**src/rtl/rcell_pkg.sv**
```systemverilog
package rcell_pkg;
  localparam logic [1:0] LV_LOW  = 2'b00;
  localparam logic [1:0] LV_MID  = 2'b01;
  localparam logic [1:0] LV_HIGH = 2'b10;

  typedef enum logic [1:0] {
    OP_WRITE   = 2'b00,
    OP_UNWRITE = 2'b01,
    OP_READ    = 2'b10,
    OP_UNREAD  = 2'b11
  } op_e;

  function automatic logic [1:0] lv_of(input logic b);
    return b ? LV_HIGH : LV_LOW;
  endfunction

  function automatic logic [1:0] lv_inv(input logic [1:0] l);
    case (l)
      LV_LOW:  return LV_HIGH;
      LV_HIGH: return LV_LOW;
      default: return LV_MID;
    endcase
  endfunction
endpackage

```
**src/rtl/rcell_cell_array.sv**
```systemverilog
module rcell_cell_array
  import rcell_pkg::*;
#(
  parameter int ROWS  = 4,
  parameter int COLS  = 8,
  parameter int ROW_W = $clog2(ROWS)
) (
  input  logic                 clk,
  input  logic                 rst_n,
  input  logic [ROWS-1:0]      tg_en,
  input  logic [2*COLS-1:0]    bl_in,
  input  logic [ROW_W-1:0]     rd_row,
  output logic [2*COLS-1:0]    row_nodes
);
  logic [1:0] node [ROWS][COLS];

  // Behavioural cell: the node follows its bit line while the row gate is open.
  for (genvar r = 0; r < ROWS; r++) begin : g_row
    for (genvar c = 0; c < COLS; c++) begin : g_col
      always_ff @(posedge clk) begin
        if (!rst_n)        node[r][c] <= LV_MID;
        else if (tg_en[r]) node[r][c] <= bl_in[2*c +: 2];
      end
    end
  end

  always_comb begin
    for (int c = 0; c < COLS; c++) row_nodes[2*c +: 2] = node[rd_row][c];
  end
endmodule

```
**src/rtl/rcell_col_latch.sv**
```systemverilog
module rcell_col_latch
  import rcell_pkg::*;
#(
  parameter int COLS = 8
) (
  input  logic              clk,
  input  logic              rst_n,
  input  logic              cap,
  input  logic              rel,
  input  logic [2*COLS-1:0] bl_in,
  output logic [COLS-1:0]   rd_data
);
  for (genvar c = 0; c < COLS; c++) begin : g_col
    logic [1:0] held;
    always_ff @(posedge clk) begin
      if (!rst_n)   held <= LV_MID;
      else if (cap) held <= bl_in[2*c +: 2];
      else if (rel) held <= LV_MID;
    end
    // Line carries the inverted cell level: low on the line means a stored 1.
    assign rd_data[c] = (held == LV_LOW);
  end
endmodule

```
**src/rtl/rcell_seq_fsm.sv**
```systemverilog
module rcell_seq_fsm
  import rcell_pkg::*;
#(
  parameter int ROWS  = 4,
  parameter int COLS  = 8,
  parameter int ROW_W = $clog2(ROWS)
) (
  input  logic              clk,
  input  logic              rst_n,
  input  logic              tick,
  input  logic              quiet,
  input  logic              cmd_valid,
  input  logic [1:0]        cmd_op,
  input  logic [ROW_W-1:0]  cmd_row,
  input  logic [COLS-1:0]   cmd_data,
  input  logic [2*COLS-1:0] row_nodes,
  output logic              cmd_ready,
  output logic              busy,
  output logic              done,
  output logic              err,
  output logic [ROW_W-1:0]  row_q,
  output logic [COLS-1:0]   data_q,
  output logic              gate_on,
  output logic              drv_en,
  output logic              split_en,
  output logic              cap_en,
  output logic              rel_en,
  output logic              col_strobe
);
  op_e        op_q;
  logic [1:0] step_q;
  logic       held_q;
  logic [ROW_W-1:0] held_row_q;
  logic       reject, accept, is_wr, last_step;
  logic [2*COLS-1:0] want_lv;

  always_comb begin
    for (int c = 0; c < COLS; c++) want_lv[2*c +: 2] = lv_of(cmd_data[c]);
  end

  always_comb begin
    reject = 1'b0;
    case (op_e'(cmd_op))
      OP_WRITE: begin
        for (int c = 0; c < COLS; c++)
          if (row_nodes[2*c +: 2] != LV_MID) reject = 1'b1;
      end
      OP_UNWRITE: reject = (row_nodes != want_lv);
      OP_READ:    reject = held_q;
      default:    reject = !held_q || (cmd_row != held_row_q);
    endcase
  end

  assign cmd_ready = !busy && quiet;
  assign accept    = cmd_valid && cmd_ready;
  assign is_wr     = (op_q == OP_WRITE) || (op_q == OP_UNWRITE);
  assign last_step = is_wr ? (step_q == 2'd3) : (step_q == 2'd2);

  // Write: open(1) drive(2) close(3) mid. Un-write: drive(1) open(2) mid(3) close.
  assign gate_on  = busy && (((op_q == OP_WRITE)   && (step_q == 2'd1 || step_q == 2'd2)) ||
                             ((op_q == OP_UNWRITE) && (step_q == 2'd2 || step_q == 2'd3)));
  assign drv_en   = busy && (((op_q == OP_WRITE)   && (step_q == 2'd2 || step_q == 2'd3)) ||
                             ((op_q == OP_UNWRITE) && (step_q == 2'd1 || step_q == 2'd2)));
  assign split_en   = busy && !is_wr && (step_q != 2'd0);
  assign col_strobe = busy && !is_wr && (step_q == 2'd2);
  assign cap_en     = busy && tick && (op_q == OP_READ)   && (step_q == 2'd1);
  assign rel_en     = busy && tick && (op_q == OP_UNREAD) && (step_q == 2'd1);

  always_ff @(posedge clk) begin
    if (!rst_n) begin
      busy       <= 1'b0;
      done       <= 1'b0;
      err        <= 1'b0;
      op_q       <= OP_WRITE;
      step_q     <= '0;
      row_q      <= '0;
      data_q     <= '0;
      held_q     <= 1'b0;
      held_row_q <= '0;
    end else begin
      done <= 1'b0;
      err  <= 1'b0;
      if (!busy) begin
        if (accept) begin
          if (reject) begin
            done <= 1'b1;
            err  <= 1'b1;
          end else begin
            busy   <= 1'b1;
            op_q   <= op_e'(cmd_op);
            row_q  <= cmd_row;
            data_q <= cmd_data;
            step_q <= '0;
          end
        end
      end else if (tick) begin
        if (cap_en) begin
          held_q     <= 1'b1;
          held_row_q <= row_q;
        end
        if (rel_en) held_q <= 1'b0;
        if (last_step) begin
          busy   <= 1'b0;
          done   <= 1'b1;
          step_q <= '0;
        end else begin
          step_q <= step_q + 2'd1;
        end
      end
    end
  end
endmodule

```
**src/rtl/rcell_access_seq.sv**
```systemverilog
module rcell_access_seq
  import rcell_pkg::*;
#(
  parameter int ROWS  = 4,
  parameter int COLS  = 8,
  parameter int ROW_W = $clog2(ROWS)
) (
  input  logic              clk,
  input  logic              rst_n,
  input  logic              tick,
  input  logic              cmd_valid,
  output logic              cmd_ready,
  input  logic [1:0]        cmd_op,
  input  logic [ROW_W-1:0]  cmd_row,
  input  logic [COLS-1:0]   cmd_data,
  output logic              busy,
  output logic              done,
  output logic              err,
  output logic [COLS-1:0]   rd_data,
  output logic [ROWS-1:0]   tg_en,
  output logic [ROWS-1:0]   rail_split,
  output logic              col_strobe,
  output logic [2*COLS-1:0] bl_lvl
);
  logic [ROW_W-1:0]  row_q;
  logic [COLS-1:0]   data_q;
  logic [2*COLS-1:0] row_nodes;
  logic              gate_on, drv_en, split_en, cap_en, rel_en, quiet, lines_mid;
  logic [ROW_W-1:0]  rd_row;

  assign rd_row = busy ? row_q : cmd_row;

  for (genvar c = 0; c < COLS; c++) begin : g_bl
    assign bl_lvl[2*c +: 2] = split_en ? lv_inv(row_nodes[2*c +: 2]) :
                              drv_en   ? lv_of(data_q[c]) : LV_MID;
  end

  for (genvar r = 0; r < ROWS; r++) begin : g_rowsel
    assign tg_en[r]      = gate_on  && (row_q == ROW_W'(r));
    assign rail_split[r] = split_en && (row_q == ROW_W'(r));
  end

  always_comb begin
    lines_mid = 1'b1;
    for (int c = 0; c < COLS; c++)
      if (bl_lvl[2*c +: 2] != LV_MID) lines_mid = 1'b0;
  end
  assign quiet = lines_mid && (tg_en == '0) && (rail_split == '0);

  rcell_seq_fsm #(.ROWS(ROWS), .COLS(COLS), .ROW_W(ROW_W)) fsm_i (
    .clk, .rst_n, .tick, .quiet, .cmd_valid, .cmd_op, .cmd_row, .cmd_data,
    .row_nodes, .cmd_ready, .busy, .done, .err, .row_q, .data_q,
    .gate_on, .drv_en, .split_en, .cap_en, .rel_en, .col_strobe
  );

  rcell_cell_array #(.ROWS(ROWS), .COLS(COLS), .ROW_W(ROW_W)) array_i (
    .clk, .rst_n, .tg_en, .bl_in(bl_lvl), .rd_row, .row_nodes
  );

  rcell_col_latch #(.COLS(COLS)) latch_i (
    .clk, .rst_n, .cap(cap_en), .rel(rel_en), .bl_in(bl_lvl), .rd_data
  );
endmodule

```
**config.mk**
```make
export PLATFORM = sky130hd
export DESIGN_NAME = rcell_access_seq
export DESIGN_NICKNAME = d
export VERILOG_FILES = /design/src/rtl/rcell_pkg.sv /design/src/rtl/rcell_cell_array.sv /design/src/rtl/rcell_col_latch.sv /design/src/rtl/rcell_seq_fsm.sv /design/src/rtl/rcell_access_seq.sv
export SDC_FILE = /design/constraint.sdc
export NUM_CORES = 1
export LEC_CHECK = 0
export BUFFER_PORTS_ARGS = -buffer_cell sky130_fd_sc_hd__buf_2
export CELL_PAD_IN_SITES_DETAIL_PLACEMENT = 0
export CELL_PAD_IN_SITES_GLOBAL_PLACEMENT = 2
export CORE_MARGIN = 1
export CORE_UTILIZATION = 44
export CTS_BUF_LIST = sky130_fd_sc_hd__clkbuf_4 sky130_fd_sc_hd__clkbuf_8
export DETAILED_ROUTE_END_ITERATION = 8
export PLACE_DENSITY = 0.91
export SYNTH_ARGS = -nofsm -noshare
export SYNTH_HDL_FRONTEND = slang
export SYNTH_HIERARCHICAL = 1
export SYNTH_SLANG_ARGS = --single-unit
```
**constraint.sdc**
```tcl
create_clock -name clk -period 8.5 [get_ports clk]
set_input_delay 0.85 -clock clk [delete_from_list [all_inputs] [get_ports clk]]
set_output_delay 0.85 -clock clk [all_outputs]
set_load 0.05 [all_outputs]
```
==> reports/qor.txt, run 1 <==
outcome = complete, no violations
Synth Area per Inst = 11.8 um2
DIE AREA = 11700 um2
flops & latches, synth = 100
CTS tree = yes
slowest CP cell = a211oi_4
Cell variety after synth = 50
Placed Cells = 587
drt first-iter violations = 200
CTS H-tree depth = 3
largest net degree at the start of global routing = 59
Remaining DRCs = 0
final sum of negative setup slack = 0 ns
global-route wire length before repair = 18.7 mm
cell row count = 38
GRT busiest layer = met2
# nets final = 478
drt pass-1 iters = 4
num ports = 53
vias per cell = 5.68
ys async rst share = 0%
Rel. slew slack = 35.1%
Vert. Die Dim = 108 um
antenna diode count = 0
Syn-to-layout area delta = 11.5%
GRT Residual Overflow = 0
Synth Flop Type = edfxtp_1
Post-CTS Setup Repair Bufs = 0
critical path capture point type = register
internal power = 0.000756 W
clock slew seen by the registers of the worst setup and hold paths = 0.09 ns
Buffers & Inverters on Critical Path = 0
RSZ-0062 raised after global routing = no
crit path max fanout = 16
Placement Setup Slack = 4.18 ns
share of the synthesized area in the top cell type = 38.9%
Worst path max stage delay = 0.87 ns
crit path DAT = 4.26 ns
clk_lat worst skew = 0.37 ns
antenna violations before repair = 0
CTS root buffer = clkbuf_8
WP data required = 8.79 ns
top cells by count, synth = edfxtp_1 (64), dfxtp_1 (36), and3_1 (35)
clk buf depth = 2
Logic pwr share = 7.9%
ranking of synthesized cells by area = edfxtp_1 (39%), dfxtp_1 (15%), nand3b_1 (4.9%)
DP Wirelength = 7.99 mm
I/O Buffers = 52
Mapped Cells = 418
CTS sink count = 100
number of flops mapped to enable cells by yosys = 64
Switching Share = 22.7%
Final Hold Fails = 0
peak supply drop = 0.000107 V
vias in the first global route = 3401
Post-Synthesis Cell Area = 4940 um2
most instantiated library cell after synthesis = edfxtp_1
GPL Wtd Cong = 0.750
die width = 108 um
met1 global-route usage = 29.2%
max cap viols = 0
fin crit share = 46.6%
Seq. cell area = 2640 um2
cts hold-fix bufs = 0
met3 track demand over resource = 3.56%
clock network power share = 37.9%
vias post-DR = 3425
Seq/Total Area, Yosys = 53.5%
cell area power density = 178 nW/um2
Ys Warns = 6
Sw Pwr = 0.000222 W
antenna-violating nets left = 0
cell family with most CP delay = multiplexers
Routed WL = 12.2 mm
Lkg Pwr = 2.02 nW
Worst Hold Class = reg -> reg
Layout Cells excl Fill = 603
type of origin of the critical path = register
# resized after CTS = 0
Core Region = 10900 um2
Fmax achieved = 252 MHz
Filler Cells Inserted = 971
final setup violation count = 0
Crit Path Class = reg -> reg
Wirelength per Cell = 20.2 um
Max Slew Vio Count = 0
layout cells sized above 1 = 20.7%
slack of the critical path = 4.54 ns
CTS buffer count = 9
multi-input logic area = 2110 um2
Cell Chain, Critical Path = mux2_2 > mux4_1 > or4b_1 > nor3_2 > nand4_2 > a211oi_4 > mux2i_1
syn nets = 438
met2 usage = 36.7%
Tot GR Track Use = 22.1%
Worst Skew = 0.0209 ns
fin crit period = 3.96 ns
Seq pwr share = 54.2%
Initial Util = 45.4%
Yosys top cell by area = edfxtp_1
worst slew pin tran = 0.974 ns
[worst min-delay path, cell delays in order (launching register included)]
cell and delay, ns:
dfxtp_1 0.33, nand2_1 0.05, mux2i_1 0.05
[final timing paths]
| kind | cells after the start | to | startpoint | slack [ns] |
|---|---|---|---|---|
| max | 7 | fsm_i/row_q[1] | fsm_i/row_q[0] | 4.54 |
| min | 2 | fsm_i/data_q[1] | fsm_i/data_q[1] | 0.47 |
| max reg2reg | 7 | fsm_i/row_q[1] | fsm_i/row_q[0] | 4.54 |
| min reg2reg | 2 | fsm_i/data_q[1] | fsm_i/data_q[1] | 0.47 |
[power by group through the flow]
| stage | logic [W] | clock network (W) | registers, W |
|---|---|---|---|
| floorplan | 0.0000578 | 0 | 0.000541 |
| global placement | 0.0000767 | 0 | 0.000541 |
| detailed placement | 0.0000775 | 0 | 0.000542 |
| CTS | 0.0000778 | 0.000375 | 0.000531 |
| global route | 0.0000837 | 0.000394 | 0.000532 |
| finish | 0.0000774 | 0.000370 | 0.000530 |
[layout by cell type, fill, tap and decap left out, types with 7 or more instances in the layout]
cell	count
edfxtp_1	64
buf_2	52
dfxtp_1	36
and3_1	35
nand3b_1	32
nand2_1	31
nor2_1	29
o21ai_0	16
nand2b_1	14
nand3_1	14
mux2i_1	14
nor3_1	11
mux4_2	10
clkbuf_8	9
a21o_1	8
nor2b_1	8
a22o_1	8
xor2_1	8
buf_4	7
[cell families after synthesis]
logic type               share of synthesized area [%]
XOR/XNOR                                          1.77
AO/OA/AOI/OAI                                     6.46
multiplexers                                      11.3
buffers and inverters                             3.83
adder cells (fa/ha/maj)                           1.01
AND/OR/NAND/NOR                                   22.1
flip-flops                                        53.5
[layer usage]
| metal | up-vias | share of wire [%] |
|---|---|---|
| met1 | 1681 | 44 |
| met5 | - | 0 |
| met3 | 17 | 6.0 |
| met2 | 96 | 47 |
| li1 | 1631 | - |
| met4 | 0 | 2.1 |
[final cells by class]
type | instances | area share, %
repair buffers | 59 | 5.68
multi-input cells | 284 | 38.4
inverters | 4 | 0.273
well taps | 140 | 3.18
clock inverters | 5 | 1.95
clock buffers | 11 | 2.52
flip-flops and latches | 100 | 48.0
[metrics by stage]
step                      cell area, um2  utilization, %  hold WS [ns]  total power, W
after floorplan                     4940               -         0.434        0.000599
after global placement              5260            48.3         0.450        0.000618
after detailed placement            5260            48.3         0.455        0.000619
after CTS                           5510            50.6         0.468        0.000983
after global routing                5510            50.6         0.491         0.00101
final                               5510            50.6         0.469        0.000978
[flip-flops by register name, indices dropped and copies added, names as in the netlist]
signal	count
array_i/node	64
latch_i/g_col.held	16
fsm_i/data_q	8
fsm_i/held_row_q	2
fsm_i/op_q	2
fsm_i/row_q	2
fsm_i/step_q	2
fsm_i/busy	1
fsm_i/done	1
fsm_i/err	1
fsm_i/held_q	1
No activity file was read; power rests on OpenSTA's default activity.
==> inputs of run 2 (changes only) <==
--- a/config.mk
+++ b/config.mk
@@ -5,14 +5,15 @@
 export SDC_FILE = /design/constraint.sdc
 export NUM_CORES = 1
 export LEC_CHECK = 0
+export ABC_AREA = 1
 export BUFFER_PORTS_ARGS = -buffer_cell sky130_fd_sc_hd__buf_2
 export CELL_PAD_IN_SITES_DETAIL_PLACEMENT = 0
 export CELL_PAD_IN_SITES_GLOBAL_PLACEMENT = 2
 export CORE_MARGIN = 1
-export CORE_UTILIZATION = 44
+export CORE_UTILIZATION = 36
 export CTS_BUF_LIST = sky130_fd_sc_hd__clkbuf_4 sky130_fd_sc_hd__clkbuf_8
 export DETAILED_ROUTE_END_ITERATION = 8
-export PLACE_DENSITY = 0.91
+export PLACE_DENSITY = 0.86
 export SYNTH_ARGS = -nofsm -noshare
 export SYNTH_HDL_FRONTEND = slang
 export SYNTH_HIERARCHICAL = 1
==> constraint.sdc (replaced) <==
create_clock -name clk -period 4.1 [get_ports clk]
set_input_delay 0.41 -clock clk [delete_from_list [all_inputs] [get_ports clk]]
set_output_delay 0.41 -clock clk [all_outputs]
set_load 0.05 [all_outputs]
==> run 2 against run 1 <==
Setup slack got worse by 3.7 ns. Sequential power increased by 110%. Die area increased by 34%. Core utilization decreased by 10 points. Non-clock buffer count decreased by 1.
==> reports/qor.txt, run 2 <==
outcome = complete, no violations (unchanged)
Seq/Total Area, Yosys = 48.5% (was 53.5%)
Wirelength per Cell = 15.0 um (was 20.2 um)
PnR Total Power = 0.00191 W (was 0.000978 W)
commonest non-fill, non-tap cells in the layout = nand2_1 (244), inv_1 (134), nor2_1 (73) (was edfxtp_1 (64), buf_2 (52), dfxtp_1 (36))
cell family with most CP delay = compound AO/OA/AOI/OAI gates (was multiplexers)
Worst Hold Class = in -> reg (was reg -> reg)
Adder-Cell Fraction of Synth Area = 0.918% (was 1.01%)
routed wl met2 = 6.83 mm (was 5.77 mm)
CTS root buffer = clkbuf_8 (unchanged)
Core Region = 14600 um2 (was 10900 um2)
Crit Path Class = reg -> out (was reg -> reg)
Layout Cells excl Fill = 950 (was 603)
vias in the first global route = 4201 (was 3401)
Placement Setup Slack = 1.07 ns (was 4.18 ns)
GPL Wtd Cong = 0.833 (was 0.750)
fin crit share = 80.0%
clk buf depth = 2 (unchanged)
Remaining DRCs = 0 (unchanged)
Compound-Gate Fraction of Synth Area = 3.86% (was 6.46%)
DIE AREA = 15600 um2 (was 11700 um2)
Mapped Cells = 716 (was 418)
slack of the critical path = 0.819 ns (was 4.54 ns)
DP Wirelength = 10.6 mm (was 7.99 mm)
Buffers & Inverters on Critical Path = 2 (was 0)
final setup violation count = 0 (unchanged)
Initial Util = 37.2% (was 45.4%)
num ports = 53 (unchanged)
crit path max fanout = 10 (was 16)
cell area power density = 322 nW/um2 (was 178 nW/um2)
vias post-DR = 4449 (was 3425)
critical path capture point type = output port (was register)
slowest CP cell = a21oi_1 (was a211oi_4)
die width = 125 um (was 108 um)
cts hold-fix bufs = 0 (unchanged)
clock slew seen by the registers of the worst setup and hold paths = 0.10 ns (was 0.09 ns)
max cap viols = 0 (unchanged)
GRT Residual Overflow = 0 (unchanged)
Cell variety after synth = 36 (was 50)
CTS tree = yes (unchanged)
Post-Synthesis Cell Area = 5450 um2 (was 4940 um2)
Post-CTS Setup Repair Bufs = 0 (unchanged)
CTS H-tree depth = 3 (unchanged)
Tot GR Track Use = 19.0% (was 22.1%)
most instantiated library cell after synthesis = nand2_1 (was edfxtp_1)
layout cells sized above 1 = 14.2% (was 20.7%)
ys async rst share = 0% (unchanged)
crit path DAT = 2.87 ns (was 4.26 ns)
flops & latches, synth = 100 (unchanged)
ranking of synthesized cells by area = edfxtp_1 (35%), nand2_1 (17%), dfxtp_1 (13%) (was edfxtp_1 (39%), dfxtp_1 (15%), nand3b_1 (4.9%))
Routed WL = 14.2 mm (was 12.2 mm)
# resized after CTS = 0 (unchanged)
RSZ-0062 raised after global routing = no (unchanged)
global-route wire length before repair = 22.7 mm (was 18.7 mm)
Lkg Pwr = 2.80 nW (was 2.02 nW)
antenna violations before repair = 0 (unchanged)
fin crit period = 3.28 ns
vias per cell = 4.68 (was 5.68)
largest registers = array_i/node x64, latch_i/g_col.held x16, fsm_i/data_q x8 (unchanged)
Yosys top cell by area = edfxtp_1 (unchanged)
Synth Area per Inst = 7.61 um2 (was 11.8 um2)
WP data required = 3.69 ns (was 8.79 ns)
final sum of negative setup slack = 0 ns (unchanged)
largest family of logic cells by synthesized area = simple AND/OR/NAND/NOR gates (unchanged)
antenna-violating nets left = 0 (unchanged)
top cells by count, synth = nand2_1 (244), inv_1 (134), nor2_1 (73) (was edfxtp_1 (64), dfxtp_1 (36), and3_1 (35))
most common cell after layout, fill and taps aside = nand2_1 (was edfxtp_1)
Syn-to-layout area delta = 9.04% (was 11.5%)
Synth Flop Type = edfxtp_1 (unchanged)
# nets final = 781 (was 478)
number of flops mapped to enable cells by yosys = 64 (unchanged)
placed standard-cell area = 5760 um2 (was 5260 um2)
peak supply drop = 0.000170 V (was 0.000107 V)
post-synthesis mux area share = 0% (was 11.3%)
xor and xnor area share after synthesis = 0.482% (was 1.77%)
worst slew pin tran = 1.03 ns (was 0.974 ns)
M1 WL = 6.63 mm (was 5.41 mm)
drt pass-1 iters = 5 (was 4)
Vert. Die Dim = 125 um (was 108 um)
Ys Warns = 6 (unchanged)
Post-Synth Simple-Gate Area = 32.0% (was 22.1%)
post-route cell area = 5940 um2 (was 5510 um2)
Fmax achieved = 305 MHz
Max Used Layer = met4 (unchanged)
Cell Chain, Critical Path = inv_1 > ha_1 > nand3_1 > a21oi_1 > nand3_2 > nand2_1 > buf_2 (was mux2_2 > mux4_1 > or4b_1 > nor3_2 > nand4_2 > a211oi_4 > mux2i_1)
Reg with most FFs = array_i/node (unchanged)
Placed Cells = 934 (was 587)
Rel. slew slack = 31.3% (was 35.1%)
Max Slew Vio Count = 0 (unchanged)
cell row count = 44 (was 38)
drt first-iter violations = 255 (was 200)
type of origin of the critical path = register (unchanged)
antenna diode count = 0 (unchanged)
share of the synthesized area in the top cell type = 35.3% (was 38.9%)
Worst path max stage delay = 0.82 ns (was 0.87 ns)
CTS buffer count = 9 (unchanged)
clk_lat worst skew = 0.39 ns (was 0.37 ns)
syn nets = 736 (was 438)
largest net degree at the start of global routing = 33 (was 59)
CTS sink count = 100 (unchanged)
Worst Skew = 0.0132 ns (was 0.0209 ns)
met3 WL = 583 um (was 731 um)
max reg flops = 64 (unchanged)
Final Hold Fails = 0 (unchanged)
I/O Buffers = 52 (unchanged)
[run 2: report_power, final]
part	internal (W)	switching, W
Clock	0.000229	0.000374
Sequential	0.00109	0.0000120
Combinational	0.0000574	0.000158
Total	0.00137	0.000543
[run 2: worst paths after layout]
kind / start / to / slack, ns / depth (start not counted)
worst min-delay path: tick / fsm_i/done / 0.32 / 3
worst max register to register: fsm_i/step_q[0] / fsm_i/step_q[1] / 1.08 / 11
worst min register to register: latch_i/g_col[7].held[1] / latch_i/g_col[7].held[1] / 0.47 / 2
worst max-delay path: fsm_i/step_q[0] / bl_lvl[5] / 0.82 / 7
[run 2: final cells by class]
| cell class | count | area [um2] |
|---|---|---|
| clock buffer | 9 | 124 |
| tap | 184 | 230 |
| multi-input combinational | 450 | 2040 |
| sequential | 100 | 2640 |
| fill | 1528 | 8700 |
| timing repair buffer | 58 | 305 |
| clock inverter | 7 | 58.8 |
| inverter | 142 | 543 |
[run 2: worst register-to-register path, stage by stage (launching register included)]
cell     delay [ns]
dfxtp_1        0.41
inv_1          0.09
ha_1           0.33
nand3_1        0.08
a21oi_1        0.82
inv_1          0.10
nand2_1        0.20
nor2_1         0.09
and3_1         0.35
nand3_4        0.27
nand3_1        0.10
a21oi_1        0.13
[run 2: stage by stage]
stage               hold slack, ns  utilization (%)
floorplan                    0.439                -
global placement             0.450             39.3
detailed placement           0.457             39.3
CTS                          0.291             40.6
global route                 0.309             40.6
finish                       0.316             40.6
[run 2: cell families after synthesis]
family / Yosys count
AND/OR/NAND/NOR: 405
adder cells (fa/ha/maj): 4
flip-flops: 100
XOR/XNOR: 3
AO/OA/AOI/OAI: 38
buffers and inverters: 166
[run 2: metal layers]
metal	vias up	track usage, %
met3	13	2.48
met5	-	0
met4	0	6.31
li1	2284	-
met2	94	31.9
met1	2058	25.3
==> inputs of run 3 (changes only) <==
--- a/config.mk
+++ b/config.mk
@@ -10,10 +10,10 @@
 export CELL_PAD_IN_SITES_DETAIL_PLACEMENT = 0
 export CELL_PAD_IN_SITES_GLOBAL_PLACEMENT = 2
 export CORE_MARGIN = 1
-export CORE_UTILIZATION = 36
+export CORE_UTILIZATION = 32
 export CTS_BUF_LIST = sky130_fd_sc_hd__clkbuf_4 sky130_fd_sc_hd__clkbuf_8
 export DETAILED_ROUTE_END_ITERATION = 8
-export PLACE_DENSITY = 0.86
+export PLACE_DENSITY = 0.81
 export SYNTH_ARGS = -nofsm -noshare
 export SYNTH_HDL_FRONTEND = slang
 export SYNTH_HIERARCHICAL = 1
==> constraint.sdc (replaced) <==
create_clock -name clk -period 3 [get_ports clk]
set_input_delay 0.3 -clock clk [delete_from_list [all_inputs] [get_ports clk]]
set_output_delay 0.3 -clock clk [all_outputs]
set_load 0.05 [all_outputs]
==> run 3 against run 2 <==
Sequential share of layout area is 2.3 points lower. Flip-flop and latch count unchanged. Count of clock-buffer cells in the layout increased by 1. Final area is 5.5% higher. Sequential power up 36%. Via count rose by 4.0%. Non-clock buffer count grew 36. Core utilization shrank 2.8 points. Global-route usage fell by 0.63 points. Routed wire length grew 7.9%. Largest cell class unchanged. Largest power group unchanged.
==> reports/qor.txt, run 3 (synthesis results as in run 2) <==
outcome = complete, no violations (unchanged)
CTS tree = yes (unchanged)
Buffers & Inverters on Critical Path = 5 (was 2)
fin crit period = 2.71 ns
R2R Setup Slk = 0.43 ns (was 1.08 ns)
layout cells sized above 1 = 18.2% (was 14.2%)
clk buf depth = 2 (unchanged)
Max Slew Vio Count = 0 (unchanged)
final sum of negative setup slack = 0 ns (unchanged)
antenna diode count = 0 (unchanged)
RSZ-0062 raised after global routing = no (unchanged)
Worst path max stage delay = 0.45 ns (was 0.82 ns)
vias per cell = 4.53 (was 4.68)
Routed WL = 15.3 mm (was 14.2 mm)
CTS root buffer = clkbuf_8 (unchanged)
DIE AREA = 17600 um2 (was 15600 um2)
Post-CTS Setup Repair Bufs = 0 (unchanged)
commonest non-fill, non-tap cells in the layout = nand2_1 (244), inv_1 (134), nor2_1 (73) (unchanged)
Crit Path Class = reg -> out (unchanged)
WHS = 0.215 ns (was 0.316 ns)
Final Hold Fails = 0 (unchanged)
global-route wire length before repair = 24.5 mm (was 22.7 mm)
largest net degree at the start of global routing = 33 (unchanged)
Reg with most FFs = array_i/node (unchanged)
max reg flops = 64 (unchanged)
CTS H-tree depth = 3 (unchanged)
cell area power density = 424 nW/um2 (was 322 nW/um2)
DP Wirelength = 11.4 mm (was 10.6 mm)
cell family with most CP delay = buffers and inverters (was compound AO/OA/AOI/OAI gates)
fin crit share = 90.3%
vias post-DR = 4627 (was 4449)
I/O Buffers = 52 (unchanged)
antenna-violating nets left = 0 (unchanged)
GRT Residual Overflow = 0 (unchanged)
drt first-iter violations = 267 (was 255)
drt pass-1 iters = 5 (unchanged)
critical path capture point type = output port (unchanged)
Wirelength per Cell = 15.0 um (about the same)
Fmax achieved = 369 MHz
peak supply drop = 0.000232 V (was 0.000170 V)
most common cell after layout, fill and taps aside = nand2_1 (unchanged)
cell row count = 47 (was 44)
Placement Setup Slack = 0.366 ns (was 1.07 ns)
met2 usage = 31.9% (about the same)
# resized after CTS = 0 (unchanged)
die width = 133 um (was 125 um)
Vert. Die Dim = 133 um (was 125 um)
WP data required = 2.70 ns (was 3.69 ns)
# nets final = 817 (was 781)
Remaining DRCs = 0 (unchanged)
Syn-to-layout area delta = 15.1% (was 9.04%)
Lkg Pwr = 2.99 nW (was 2.80 nW)
antenna violations before repair = 0 (unchanged)
slack of the critical path = 0.291 ns (was 0.819 ns)
type of origin of the critical path = register (unchanged)
slowest CP cell = dfxtp_2 (was a21oi_1)
GPL Wtd Cong = 0.810 (was 0.833)
met1 global-route usage = 23.2% (was 25.3%)
Rel. slew slack = 56.8% (was 31.3%)
Core Region = 16600 um2 (was 14600 um2)
final setup violation count = 0 (unchanged)
Worst Skew = 0.0136 ns (was 0.0132 ns)
cts hold-fix bufs = 0 (unchanged)
crit path DAT = 2.41 ns (was 2.87 ns)
worst slew pin tran = 0.645 ns (was 1.03 ns)
vias in the first global route = 4620 (was 4201)
GRT busiest layer = met2 (unchanged)
clock slew seen by the registers of the worst setup and hold paths = 0.10 ns (about the same)
Tot GR Track Use = 18.4% (was 19.0%)
CTS buffer count = 9 (unchanged)
Cell Chain, Critical Path = nand2_1 > o21ai_1 > buf_12 > inv_2 > buf_4 > nand3_1 > nand2_1 > buf_4 > nor2_1 > nand2_1 > nand2_1 > buf_2 (was inv_1 > ha_1 > nand3_1 > a21oi_1 > nand3_2 > nand2_1 > buf_2)
Worst Hold Class = in -> reg (unchanged)
num ports = 53 (unchanged)
largest registers = array_i/node x64, latch_i/g_col.held x16, fsm_i/data_q x8 (unchanged)
met3 track demand over resource = 2.41% (was 2.48%)
max cap viols = 0 (unchanged)
clk_lat worst skew = 0.39 ns (about the same)
Initial Util = 32.9% (was 37.2%)
most used cell, CP = nand2_1
crit path max fanout = 17 (was 10)
CTS sink count = 100 (unchanged)
==> run 3: cell types whose count changed in the layout (fill, tap and decap cells not counted), sizes merged <==
cell and change:
buf +36, clkbuf +1, clkinv +1, clkinvlp -1, inv -1
==> run 3: area by class of cell <==
type / count / area (um2)
multi-input combinational: 450 / 2050
sequential: 100 / 2640
clock buffer: 10 / 131
tap: 220 / 275
fill: 1793 / 10300
clock inverter: 6 / 46.3
inverter: 142 / 543
timing repair buffer: 94 / 588
==> run 3: report_power, final <==
part           switching, W  internal, W  total (W)
Combinational      0.000228     0.000111   0.000339
Sequential        0.0000140      0.00148    0.00150
Clock              0.000508     0.000318   0.000825
==> run 3: worst register-to-register path, stage by stage, from the launching register on <==
cell,delay (ns)
dfxtp_1,0.42
inv_1,0.09
ha_1,0.33
nand3_1,0.10
a21oi_1,0.09
inv_1,0.07
nand2_1,0.16
nor2_1,0.17
and3_1,0.52
nand3_4,0.30
nand3_1,0.14
a21oi_1,0.07
==> run 3: final timing paths <==
| check | startpoint | endpoint | depth (start not counted) |
|---|---|---|---|
| worst min register to register | fsm_i/data_q[7] | fsm_i/data_q[7] | 2 |
| worst max-delay path | fsm_i/busy | bl_lvl[9] | 12 |
| worst max register to register | fsm_i/step_q[0] | fsm_i/step_q[1] | 11 |
| worst min-delay path | tick | fsm_i/busy | 4 |
==> run 3: metrics by stage <==
step                area (um2)  total power (W)  util, %  instances
floorplan                 5460          0.00175        -        716
global placement          6090          0.00187     36.8       1006
detailed placement        6090          0.00187     36.8       1006
CTS                       6270          0.00268     37.8       1022
global route              6270          0.00277     37.8       1022
finish                    6270          0.00266     37.8       1022
==> run 3: layer usage <==
metal	vias up	routed length, um	part of all wire [%]
met5	-	0	0
met4	0	362	2.4
met3	21	619	4.0
met2	90	7400	48
met1	2165	6960	45
li1	2351	-	-
